==> config.mk <==
export PLATFORM = sky130hd
export DESIGN_NAME = sfx_unit
export DESIGN_NICKNAME = d
export VERILOG_FILES = /design/src/rtl/sfx_pkg.sv /design/src/rtl/sfx_decode.sv /design/src/rtl/sfx_datapath.sv /design/src/rtl/sfx_status.sv /design/src/rtl/sfx_unit.sv
export SDC_FILE = /design/constraint.sdc
export NUM_CORES = 1
export LEC_CHECK = 0
export BUFFER_PORTS_ARGS = -buffer_cell sky130_fd_sc_hd__buf_2
export CORE_AREA = 2 2 125 127
export CTS_BUF_LIST = sky130_fd_sc_hd__clkbuf_8
export DETAILED_ROUTE_END_ITERATION = 8
export DIE_AREA = 0 0 127 129
export PLACE_DENSITY = 0.83
export RECOVER_POWER = 50
export SETUP_SLACK_MARGIN = 0.15
export SLEW_MARGIN = 5
export SYNTH_ARGS = -nofsm -noshare
export SYNTH_HDL_FRONTEND = slang
export SYNTH_SLANG_ARGS = --single-unit
==> constraint.sdc <==
create_clock -name clk -period 4.69 [get_ports clk]
set_input_delay 0.2345 -clock clk [delete_from_list [all_inputs] [get_ports clk]]
set_output_delay 0.2345 -clock clk [all_outputs]
set_load 0.05 [all_outputs]
==> src/rtl/sfx_pkg.sv <==
// Shared constants and types for the subtract-from unit.
// Assumes big-endian field numbering, mapped onto little-endian vector bits.
package sfx_pkg;
    localparam int INSN_W  = 32;
    localparam int IDX_W   = 5;
    localparam int CR_W    = 4;
    localparam logic [5:0] PRI_OP = 6'd31;
    localparam logic [8:0] EXT_OP = 9'd40;
    // Condition field bit positions
    localparam int CR_LT = 3;
    localparam int CR_GT = 2;
    localparam int CR_EQ = 1;
    localparam int CR_SO = 0;

    // Status bits, packed {so, ov, ca}
    typedef struct packed {
        logic so;
        logic ov;
        logic ca;
    } sfx_sts_t;
endpackage

==> src/rtl/sfx_decode.sv <==
// Field extraction and opcode match for the subtract-from word.
// Purely combinational; assumes the word is stable while in_valid is high.
module sfx_decode
    import sfx_pkg::*;
(
    input  logic [INSN_W-1:0] instr,
    output logic              match,
    output logic [IDX_W-1:0]  rd,
    output logic [IDX_W-1:0]  ra,
    output logic [IDX_W-1:0]  rb,
    output logic              oe,
    output logic              rc
);
    logic [5:0] pri;
    logic [8:0] ext;

    // Slice out the fields and compare the opcode pair
    always_comb begin
        pri   = instr[31:26];
        rd    = instr[25:21];
        ra    = instr[20:16];
        rb    = instr[15:11];
        oe    = instr[10];
        ext   = instr[9:1];
        rc    = instr[0];
        match = (pri == PRI_OP) && (ext == EXT_OP);
    end
endmodule

==> src/rtl/sfx_datapath.sv <==
// Complement-add subtractor with signed-overflow and zero-compare flags.
// Combinational; result = ~a + b + 1 = b - a, truncated to XLEN bits.
module sfx_datapath #(
    parameter int XLEN = 64
) (
    input  logic [XLEN-1:0] a,
    input  logic [XLEN-1:0] b,
    output logic [XLEN-1:0] diff,
    output logic            ovf,
    output logic            lt,
    output logic            gt,
    output logic            eq
);
    localparam int MSB = XLEN - 1;
    logic [XLEN-1:0] ovf_vec;

    // Complement-add and flag derivation
    always_comb begin
        diff    = ~a + b + {{(XLEN-1){1'b0}}, 1'b1};
        ovf_vec = (a ^ b) & (b ^ diff);
        ovf     = ovf_vec[MSB];
        lt      = diff[MSB];
        eq      = (diff == '0);
        gt      = !lt && !eq;
    end
endmodule

==> src/rtl/sfx_status.sv <==
// Status bits (summary-overflow, overflow, carry) and condition field 0.
// A status load is applied first; an instruction update is merged on top.
// Synchronous active-low reset clears everything.
module sfx_status
    import sfx_pkg::*;
(
    input  logic            clk,
    input  logic            rst_n,
    input  logic            wr_en,
    input  sfx_sts_t        wr_sts,
    input  logic            upd_en,
    input  logic            ovf,
    input  logic            rec_en,
    input  logic            lt,
    input  logic            gt,
    input  logic            eq,
    output sfx_sts_t        sts,
    output logic [CR_W-1:0] cr0
);
    sfx_sts_t        base_sts;
    sfx_sts_t        nxt_sts;
    logic [CR_W-1:0] nxt_cr;

    // Next status: load first, then overflow update
    always_comb begin
        base_sts = wr_en ? wr_sts : sts;
        nxt_sts  = base_sts;
        if (upd_en) begin
            nxt_sts.ov = ovf;
            nxt_sts.so = base_sts.so | ovf;
        end
        nxt_cr = cr0;
        if (rec_en) begin
            nxt_cr[CR_LT] = lt;
            nxt_cr[CR_GT] = gt;
            nxt_cr[CR_EQ] = eq;
            nxt_cr[CR_SO] = nxt_sts.so;
        end
    end

    // State registers
    always_ff @(posedge clk) begin
        if (!rst_n) begin
            sts <= '0;
            cr0 <= '0;
        end else begin
            sts <= nxt_sts;
            cr0 <= nxt_cr;
        end
    end

    a_r7_ca_only_by_write: assert property (@(posedge clk) disable iff (!rst_n)
        !wr_en |=> $stable(sts.ca));
    a_r6_so_sticky: assert property (@(posedge clk) disable iff (!rst_n)
        (sts.so && !wr_en) |=> sts.so);
    a_r5_ov_hold: assert property (@(posedge clk) disable iff (!rst_n)
        (!upd_en && !wr_en) |=> ($stable(sts.ov) && $stable(sts.so)));
    a_r8_cr_so_follows: assert property (@(posedge clk) disable iff (!rst_n)
        rec_en |=> (cr0[CR_SO] == sts.so));
    a_r8_cr_onehot: assert property (@(posedge clk) disable iff (!rst_n)
        rec_en |=> $onehot(cr0[CR_LT:CR_EQ]));
    a_r9_cr_hold: assert property (@(posedge clk) disable iff (!rst_n)
        !rec_en |=> $stable(cr0));
endmodule

==> src/rtl/sfx_unit.sv <==
// Top of the subtract-from execution unit.
// Decodes the word, computes b - a, updates status and condition field,
// and registers writeback outputs so all effects appear one clock later.
module sfx_unit
    import sfx_pkg::*;
#(
    parameter int XLEN = 64
) (
    input  logic                   clk,
    input  logic                   rst_n,
    input  logic                   in_valid,
    input  logic [INSN_W-1:0]      in_instr,
    input  logic [XLEN-1:0]        src_a,
    input  logic [XLEN-1:0]        src_b,
    input  logic                   sts_wr_en,
    input  logic [2:0]             sts_wr_data,
    output logic [IDX_W-1:0]       sel_a,
    output logic [IDX_W-1:0]       sel_b,
    output logic                   out_wen,
    output logic [IDX_W-1:0]       out_rd,
    output logic [XLEN-1:0]        out_result,
    output logic                   out_illegal,
    output logic                   xer_so,
    output logic                   xer_ov,
    output logic                   xer_ca,
    output logic [CR_W-1:0]        cr0
);
    logic             match, oe, rc, hit;
    logic [IDX_W-1:0] rd;
    logic [XLEN-1:0]  diff;
    logic             ovf, lt, gt, eq;
    sfx_sts_t         sts;

    sfx_decode u_dec (
        .instr (in_instr),
        .match (match),
        .rd    (rd),
        .ra    (sel_a),
        .rb    (sel_b),
        .oe    (oe),
        .rc    (rc)
    );

    sfx_datapath #(.XLEN(XLEN)) u_dp (
        .a    (src_a),
        .b    (src_b),
        .diff (diff),
        .ovf  (ovf),
        .lt   (lt),
        .gt   (gt),
        .eq   (eq)
    );

    // Qualify the decode with the valid strobe
    always_comb hit = in_valid && match;

    sfx_status u_sts (
        .clk    (clk),
        .rst_n  (rst_n),
        .wr_en  (sts_wr_en),
        .wr_sts (sfx_sts_t'(sts_wr_data)),
        .upd_en (hit && oe),
        .ovf    (ovf),
        .rec_en (hit && rc),
        .lt     (lt),
        .gt     (gt),
        .eq     (eq),
        .sts    (sts),
        .cr0    (cr0)
    );

    // Expose the status bits as plain ports
    always_comb begin
        xer_so = sts.so;
        xer_ov = sts.ov;
        xer_ca = sts.ca;
    end

    // Writeback stage registers
    always_ff @(posedge clk) begin
        if (!rst_n) begin
            out_wen     <= 1'b0;
            out_illegal <= 1'b0;
            out_rd      <= '0;
            out_result  <= '0;
        end else begin
            out_wen     <= hit;
            out_illegal <= in_valid && !match;
            if (hit) begin
                out_rd     <= rd;
                out_result <= diff;
            end
        end
    end

    a_r10_illegal_excl: assert property (@(posedge clk) disable iff (!rst_n)
        out_illegal |-> !out_wen);
    a_r1_legal_writes: assert property (@(posedge clk) disable iff (!rst_n)
        hit |=> out_wen);
    a_r3_diff_sum: assert property (@(posedge clk) disable iff (!rst_n)
        hit |=> ((out_result + $past(src_a)) == $past(src_b)));
    a_r13_idle_quiet: assert property (@(posedge clk) disable iff (!rst_n)
        !in_valid |=> (!out_wen && !out_illegal));
endmodule

==> flow_summary.toml, run 1 <==
[global_routing]
grt_first_pass_wirelength_mm = 41.2
first_global_vias = 7823
overflow = 0
grt_max_degree = 56
grt_use_total = 0.315
grt_antenna_before_repair = 0

[critical_path]
endpoint_kind = "flip-flop"
cp_max_fo = 5
path_buf_inv = 1
start_kind = "input pin"
critical_path.top_delay_family = "simple AND/OR/NAND/NOR gates"
worstPathRequired_ps = 4930
cp.arrival_ps = 4000
path_cells = "buf_2 > ha_1 > fa_1 > nand2b_1 > a211oi_2 > o21ai_0 > nand4_1 > nand2_1 > o31ai_1 > xor2_1 > nor4b_1 > nand4_1 > or4_1 > a32o_1"
crit_top_cell = "nand4_1"
slowest_delay_ps = 590
critical_path_class = "in -> reg"
cp_slowest_cell = "or4_1"

[clock_tree]
cts_tree = "yes"
clockRootBuffer = "clkbuf_8"
cts.sinks = 78
hold_buffers = 0
clk_pin_slew_ps = 70
cts_buffers = 9
cts_max_path_buffers = 2
cts-resized-gates = 0
post-cts-setup-buffer-count = 0
htree_num_levels = 3
clock_latency_ps = 350

[power_and_ir_drop]
total_leakage_power_uw = 0.00410
ir_drop_uv = 131
power_density_mw_per_mm2 = 220

[routing]
drc_errors = 0
dr.pass1.iters = 5
routed_wl_mm = 26.6
viasPerCell = 5.96
detail-route-antenna-nets = 0
vias = 8981
wire_per_inst_um = 17.7
drtIter0Drc = 809

[synth]
synth_top_area_cell = "dfxtp_1"
ys.flop_type = "dfxtp_1"
netlist.area_leader.share = 0.195
ys_ff_latch = 78
yosysSeqAreaShare = 0.195
synthesis.instances = 1136
ys_types = 85
async_reset_ff_frac = 0
synth_warnings = 0
synth_area_per_cell_sq_um = 7.07
netlist_top_cells_area = "dfxtp_1 (19%), ha_1 (9.8%), nand2_1 (8.9%), a21oi_1 (5.1%), a21boi_0 (4.1%)"
synth-edff-count = 0
synth_nets = 1367
synth_area_sq_mm = 0.00803

[timing]
timing.fmax_mhz = 266
fin_skew_ps = 0.183
final-setup-viol-count = 0
drv_slew = 0
period_share = 0.803
rsz0062_at_grt = "false"
tightest_slew_ps = 1480
maxSlewHeadroom = 0.0134
setup_slack_ps = 926
fin_crit_ps = 3760
hold_viol = 0
final.setup.tns_ps = 0

[worst_hold_path]
min_path_type = "in -> reg"

[finish]
antenna_cells = 0
syn2layout_area_growth_pct = 14.9
fin_util = 0.616
fin_nets = 1549
layout-drive-gt1-share = 0.173

[floorplan]
dieArea_sq_mm = 0.0164
initial_core_util = 0.536
fp-row-count = 45
die_x_um = 127
die_h_um = 129
core_area_sq_mm = 0.0150
pin_count = 255

[run]
cap_violations = 0

[placed_design]
io_buffers = 234
dp_worst_setup_slack_ps = 675
place_congestion = 0.995
place_hpwl_mm = 22.1

[status]
run_status = "finished clean"
[registers in the layout, summed over array words and instances (netlist names)]
register     count
out_result      64
out_rd           5
u_sts.cr0        4
u_sts.sts        3
out_illegal      1
out_wen          1
[report_power, final]
group	leakage (uW)	switching [uW]	internal [uW]
combinational	0.00338	575	320
sequential	0.000629	0.831	664
clock	0.0000953	225	249
total	0.00410	801	1230
[worst min-delay path, stage by stage]
cell	delay, ps
buf_2	80
mux2i_1	50
nor2b_1	90
[cell families after synthesis]
kind of cell             Yosys count  share of synthesized area
AO/OA/AOI/OAI                    352                      0.301
XOR/XNOR                          43                     0.0469
adder cells (fa/ha/maj)           64                      0.101
buffers and inverters            149                     0.0800
flip-flops                        78                      0.195
multiplexers                      13                     0.0168
AND/OR/NAND/NOR                  437                      0.260
[worst paths after layout]
path	start	to	slack, ps	depth (start not counted)
worst min-delay path	sts_wr_data[0]	u_sts.sts[0]$_SDFFE_PN0P_	140	3
worst max-delay path	src_a[0]	u_sts.cr0[2]$_SDFFE_PN0P_	930	14
worst max register to register	u_sts.sts[2]$_SDFF_PN0_	u_sts.cr0[0]$_SDFFE_PN0P_	3720	3
worst min register to register	out_result[31]$_SDFFE_PN0P_	out_result[31]$_SDFFE_PN0P_	460	2
[through the flow]
step	hold WS [ps]	instance area (sq um)	power, uW	std cells
finish	143	9230	2030	1508
floorplan	379	8030	1300	1136
CTS	122	9320	2020	1508
detailed placement	455	9140	1540	1495
global route	136	9230	2140	1508
global placement	446	9140	1550	1495
[synth_stat cells (4+ instances only)]
cell type / n
mux2i_1: 9
a211oi_1: 11
ha_1: 63
a31oi_1: 9
nand4_1: 37
mux2_2: 4
a21oi_1: 82
o21bai_1: 12
nor4_1: 7
o211a_1: 4
o21ai_0: 58
clkbuf_1: 36
o21ai_1: 17
and2_1: 30
nor3_1: 21
o21a_1: 8
a21o_1: 29
or3_1: 12
nand2b_1: 11
dfxtp_1: 78
a211o_1: 4
nand2_1: 191
o211ai_1: 6
nor2b_1: 11
xor2_1: 25
o31ai_1: 8
a21oi_2: 9
a21boi_0: 44
buf_2: 17
inv_1: 80
nand3_1: 21
and3_1: 7
a22oi_1: 4
buf_4: 10
xnor2_1: 18
nor2_1: 68
[metal layers]
| layer | track usage | vias up | routed length, um |
|---|---|---|---|
| met3 | 0.0653 | 30 | 2730 |
| met5 | 0 | - | 0 |
| met1 | 0.458 | 4086 | 12400 |
| met2 | 0.477 | 477 | 11100 |
| li1 | - | 4388 | - |
| met4 | 0.0776 | 0 | 454 |
[cell usage in the layout (no fill, tap or decap), drive strengths merged, types with 8 or more instances in the layout]
cell type / instances
o21bai: 12
mux2i: 9
xnor2: 18
o21ai: 77
nand3: 21
nand2b: 11
nor3: 25
inv: 81
o211ai: 8
a21oi: 92
nand4: 38
clkbuf: 82
nor2b: 11
a31oi: 10
nor2: 69
a21o: 29
nand2: 194
a211oi: 13
a21boi: 47
o21a: 9
o31ai: 8
ha: 63
or3: 12
xor2: 25
and2: 30
dfxtp: 78
buf: 168
[cell type report]
cell class | count | area [sq um]
repair buffers | 240 | 1120
fillers | 1444 | 5750
multi-input cells | 909 | 5830
well taps | 188 | 235
inverters | 80 | 300
clock buffers | 10 | 138
flip-flops and latches | 78 | 1560
clock inverters | 3 | 38.8
Note: power is estimated with default switching activity, not from simulation.
==> run 2, diff against run 1 <==
--- a/config.mk
+++ b/config.mk
@@ -5,12 +5,13 @@
 export SDC_FILE = /design/constraint.sdc
 export NUM_CORES = 1
 export LEC_CHECK = 0
+export ABC_AREA = 1
 export BUFFER_PORTS_ARGS = -buffer_cell sky130_fd_sc_hd__buf_2
-export CORE_AREA = 2 2 125 127
+export CORE_AREA = 2 2 142 144
 export CTS_BUF_LIST = sky130_fd_sc_hd__clkbuf_8
 export DETAILED_ROUTE_END_ITERATION = 8
-export DIE_AREA = 0 0 127 129
-export PLACE_DENSITY = 0.83
+export DIE_AREA = 0 0 144 146
+export PLACE_DENSITY = 0.78
 export RECOVER_POWER = 50
 export SETUP_SLACK_MARGIN = 0.15
 export SLEW_MARGIN = 5
==> constraint.sdc (replaced) <==
create_clock -name clk -period 3.3 [get_ports clk]
set_input_delay 0.165 -clock clk [delete_from_list [all_inputs] [get_ports clk]]
set_output_delay 0.165 -clock clk [all_outputs]
set_load 0.05 [all_outputs]
==> run 2 against run 1 <==
Combinational power up 61%. Sequential share of layout area down 2.8 points. Non-clock buffer count down 1. First-iteration DRC count down 11%. Sequential power up 42%. Core utilization down 4.4 points. Die area up 28%. Count of clock-buffer cells in the layout unchanged. Synthesized area up 19%. Final cell count up 49%. Critical path depth up 4. Synthesized cell count up 55%. Highest routed layer unchanged.
==> flow_summary.toml, run 2 <==
[finish]
n_fill_cell = 2124
largest_register = "out_result"
seqCellArea_sq_mm = 0.00156
layout_commonest_cell = "nand2_1"
mostFrequentLayoutCells = "nand2_1 (644), inv_1 (412), buf_2 (165)"
multi_input_area_sq_mm = 0.00621
fin_nets = 2210
fin_area_sq_mm = 0.0111
syn2layout_area_growth_pct = 15.7
reg.largest.list = "out_result (64), out_rd (5), u_sts.cr0 (4)"
layout-drive-gt1-share = 0.151
final_cells = 2249
largest_reg_flops = 64
antenna_cells = 0

[clock_tree]
hold_buffers = 0
htree_num_levels = 3
post-cts-setup-buffer-count = 0
clockRootBuffer = "clkbuf_8"
cts_buffers = 9
clock_latency_ps = 350
clk_pin_slew_ps = 80
cts-resized-gates = 0
cts.sinks = 78
cts_max_path_buffers = 2
cts_tree = "yes"

[routing]
detail-route-antenna-nets = 0
drc_errors = 0
routed_wl_mm = 34.7
dr.pass1.iters = 6
viasPerCell = 4.85
vias = 10900
drtIter0Drc = 721
wire_per_inst_um = 15.4

[global_routing]
grt_use_total = 0.325
grt_max_degree = 76
overflow = 0
grt_antenna_before_repair = 0
grt_first_pass_wirelength_mm = 52.6
first_global_vias = 10000

[synth]
synth_area_sq_mm = 0.00955
netlist.area_leader.share = 0.253
yosysSeqAreaShare = 0.163
ys.flop_type = "dfxtp_1"
synth.most_common_cell = "nand2_1"
synth_nets = 1992
ys_ff_latch = 78
ys_types = 42
async_reset_ff_frac = 0
synthesis.instances = 1761
synth_area_per_cell_sq_um = 5.42
netlist_top_cells_count = "nand2_1 (644), inv_1 (413), nor2_1 (108), dfxtp_1 (78), a21oi_1 (66)"
netlist_top_cells_area = "nand2_1 (25%), dfxtp_1 (16%), inv_1 (16%), ha_1 (8.3%), nor2_1 (4.2%)"
synth_warnings = 0
synth-edff-count = 0
synth_top_area_cell = "nand2_1"

[floorplan]
core_area_sq_mm = 0.0193
die_h_um = 146
dieArea_sq_mm = 0.0210
die_x_um = 144
fp-row-count = 51
pin_count = 255
initial_core_util = 0.494

[status]
run_status = "finished clean"

[critical_path]
reg2reg_depth = 6
cp.arrival_ps = 2890
endpoint_kind = "flip-flop"
timing.rr.end = "u_sts.cr0[0]$_SDFFE_PN0P_"
worstPathRequired_ps = 3550
critical_path_class = "in -> reg"
start_kind = "input pin"
rrSetupSlack_ps = 2360
cp_max_fo = 4
rr_startpoint = "u_sts.sts[2]$_SDFF_PN0_"
crit_start = "src_a[19]"

[timing]
final-setup-viol-count = 0
maxSlewHeadroom = 0.0764
final.setup.tns_ps = 0
fin_crit_ps = 2650
rsz0062_at_grt = "false"
fin_skew_ps = 1.33
drv_slew = 0
period_share = 0.802
hold_viol = 0
tightest_slew_ps = 1390
timing.fmax_mhz = 378

[placed_design]
io_buffers = 234
placed_cells = 2233
place_congestion = 1.03
place_hpwl_mm = 30.3
post_dp_cell_area_sq_mm = 0.0109

[worst_hold_path]
hold_path_end = "u_sts.sts[0]$_SDFFE_PN0P_"
min_path_type = "in -> reg"
whs_path_depth = 3
hp-start = "sts_wr_data[0]"

[power_and_ir_drop]
ir_drop_uv = 228
power_density_mw_per_mm2 = 283
total_leakage_power_uw = 0.00687

[run]
cap_violations = 0
==> run 2: worst max path at each step <==
stage	endpoint	slack (ps)	depth (start not counted)
2_1_floorplan	u_sts.cr0[2]$_SDFFE_PN0P_	1070	21
3_3_place_gp	u_sts.cr0[2]$_SDFFE_PN0P_	330	21
3_5_place_dp	u_sts.cr0[2]$_SDFFE_PN0P_	380	21
4_1_cts	u_sts.cr0[2]$_SDFFE_PN0P_	750	21
5_1_grt	u_sts.cr0[2]$_SDFFE_PN0P_	470	22
6_report	u_sts.cr0[2]$_SDFFE_PN0P_	650	18
==> run 2: critical path, cell delays in order <==
cell      delay (ps)
buf_2             80
inv_1             30
ha_1             420
nand2_1          140
nor2_1           120
buf_4            150
and2_1           200
nand4_1          100
nand3b_1         380
xor2_1           280
nor2_1           160
nand2_1           60
nor2_1           160
nand3_1          130
nor2_1           100
nand2_1           90
nand2_1           80
a21oi_2           50
==> run 2: power by group <==
group	switching [uW]	internal (uW)	total (uW)	leakage [uW]
combinational	978	458	1440	0.00614
clock	369	374	743	0.000103
sequential	1.31	943	944	0.000629
==> run 2: per-layer routing <==
layer / part of all wire / up-vias / track usage
met1: 0.41 / 4706 / 0.380
met4: 0.049 / 0 / 0.134
met2: 0.49 / 401 / 0.592
li1: - / 5725 / -
met5: 0 / - / 0
met3: 0.057 / 74 / 0.0408
==> run 2: area by class of cell <==
cell class              count  area share
well taps                 265      0.0300
flip-flops and latches     78       0.141
repair buffers            239       0.101
multi-input cells        1218       0.562
inverters                 433       0.147
clock inverters             6     0.00623
clock buffers              10      0.0125
==> run 2: cell families (layout without fill, tap and decap cells) <==
| kind of cell | Yosys count | count (layout) | synth area share |
|---|---|---|---|
| xor gates and xnor gates | 21 | 21 | 0.0193 |
| and+or+nand+nor | 949 | 949 | 0.433 |
| DFF | 78 | 78 | 0.163 |
| AOI/OAI and AO/OA | 182 | 182 | 0.111 |
| muxes | 2 | 2 | 0.00223 |
| buffers and inverters | 465 | 688 | 0.187 |
| adders and majority gates | 64 | 64 | 0.0846 |
==> run 2: metrics by stage <==
step	hold slack, ps	setup WS (ps)	utilization	total power [uW]
6_report	36.7	653	0.572	3120
5_1_grt	38.0	470	0.572	3310
4_1_cts	28.2	753	0.576	3120
3_5_place_dp	330	381	0.565	2380
3_3_place_gp	330	334	0.565	2370
2_1_floorplan	259	1070	-	1920
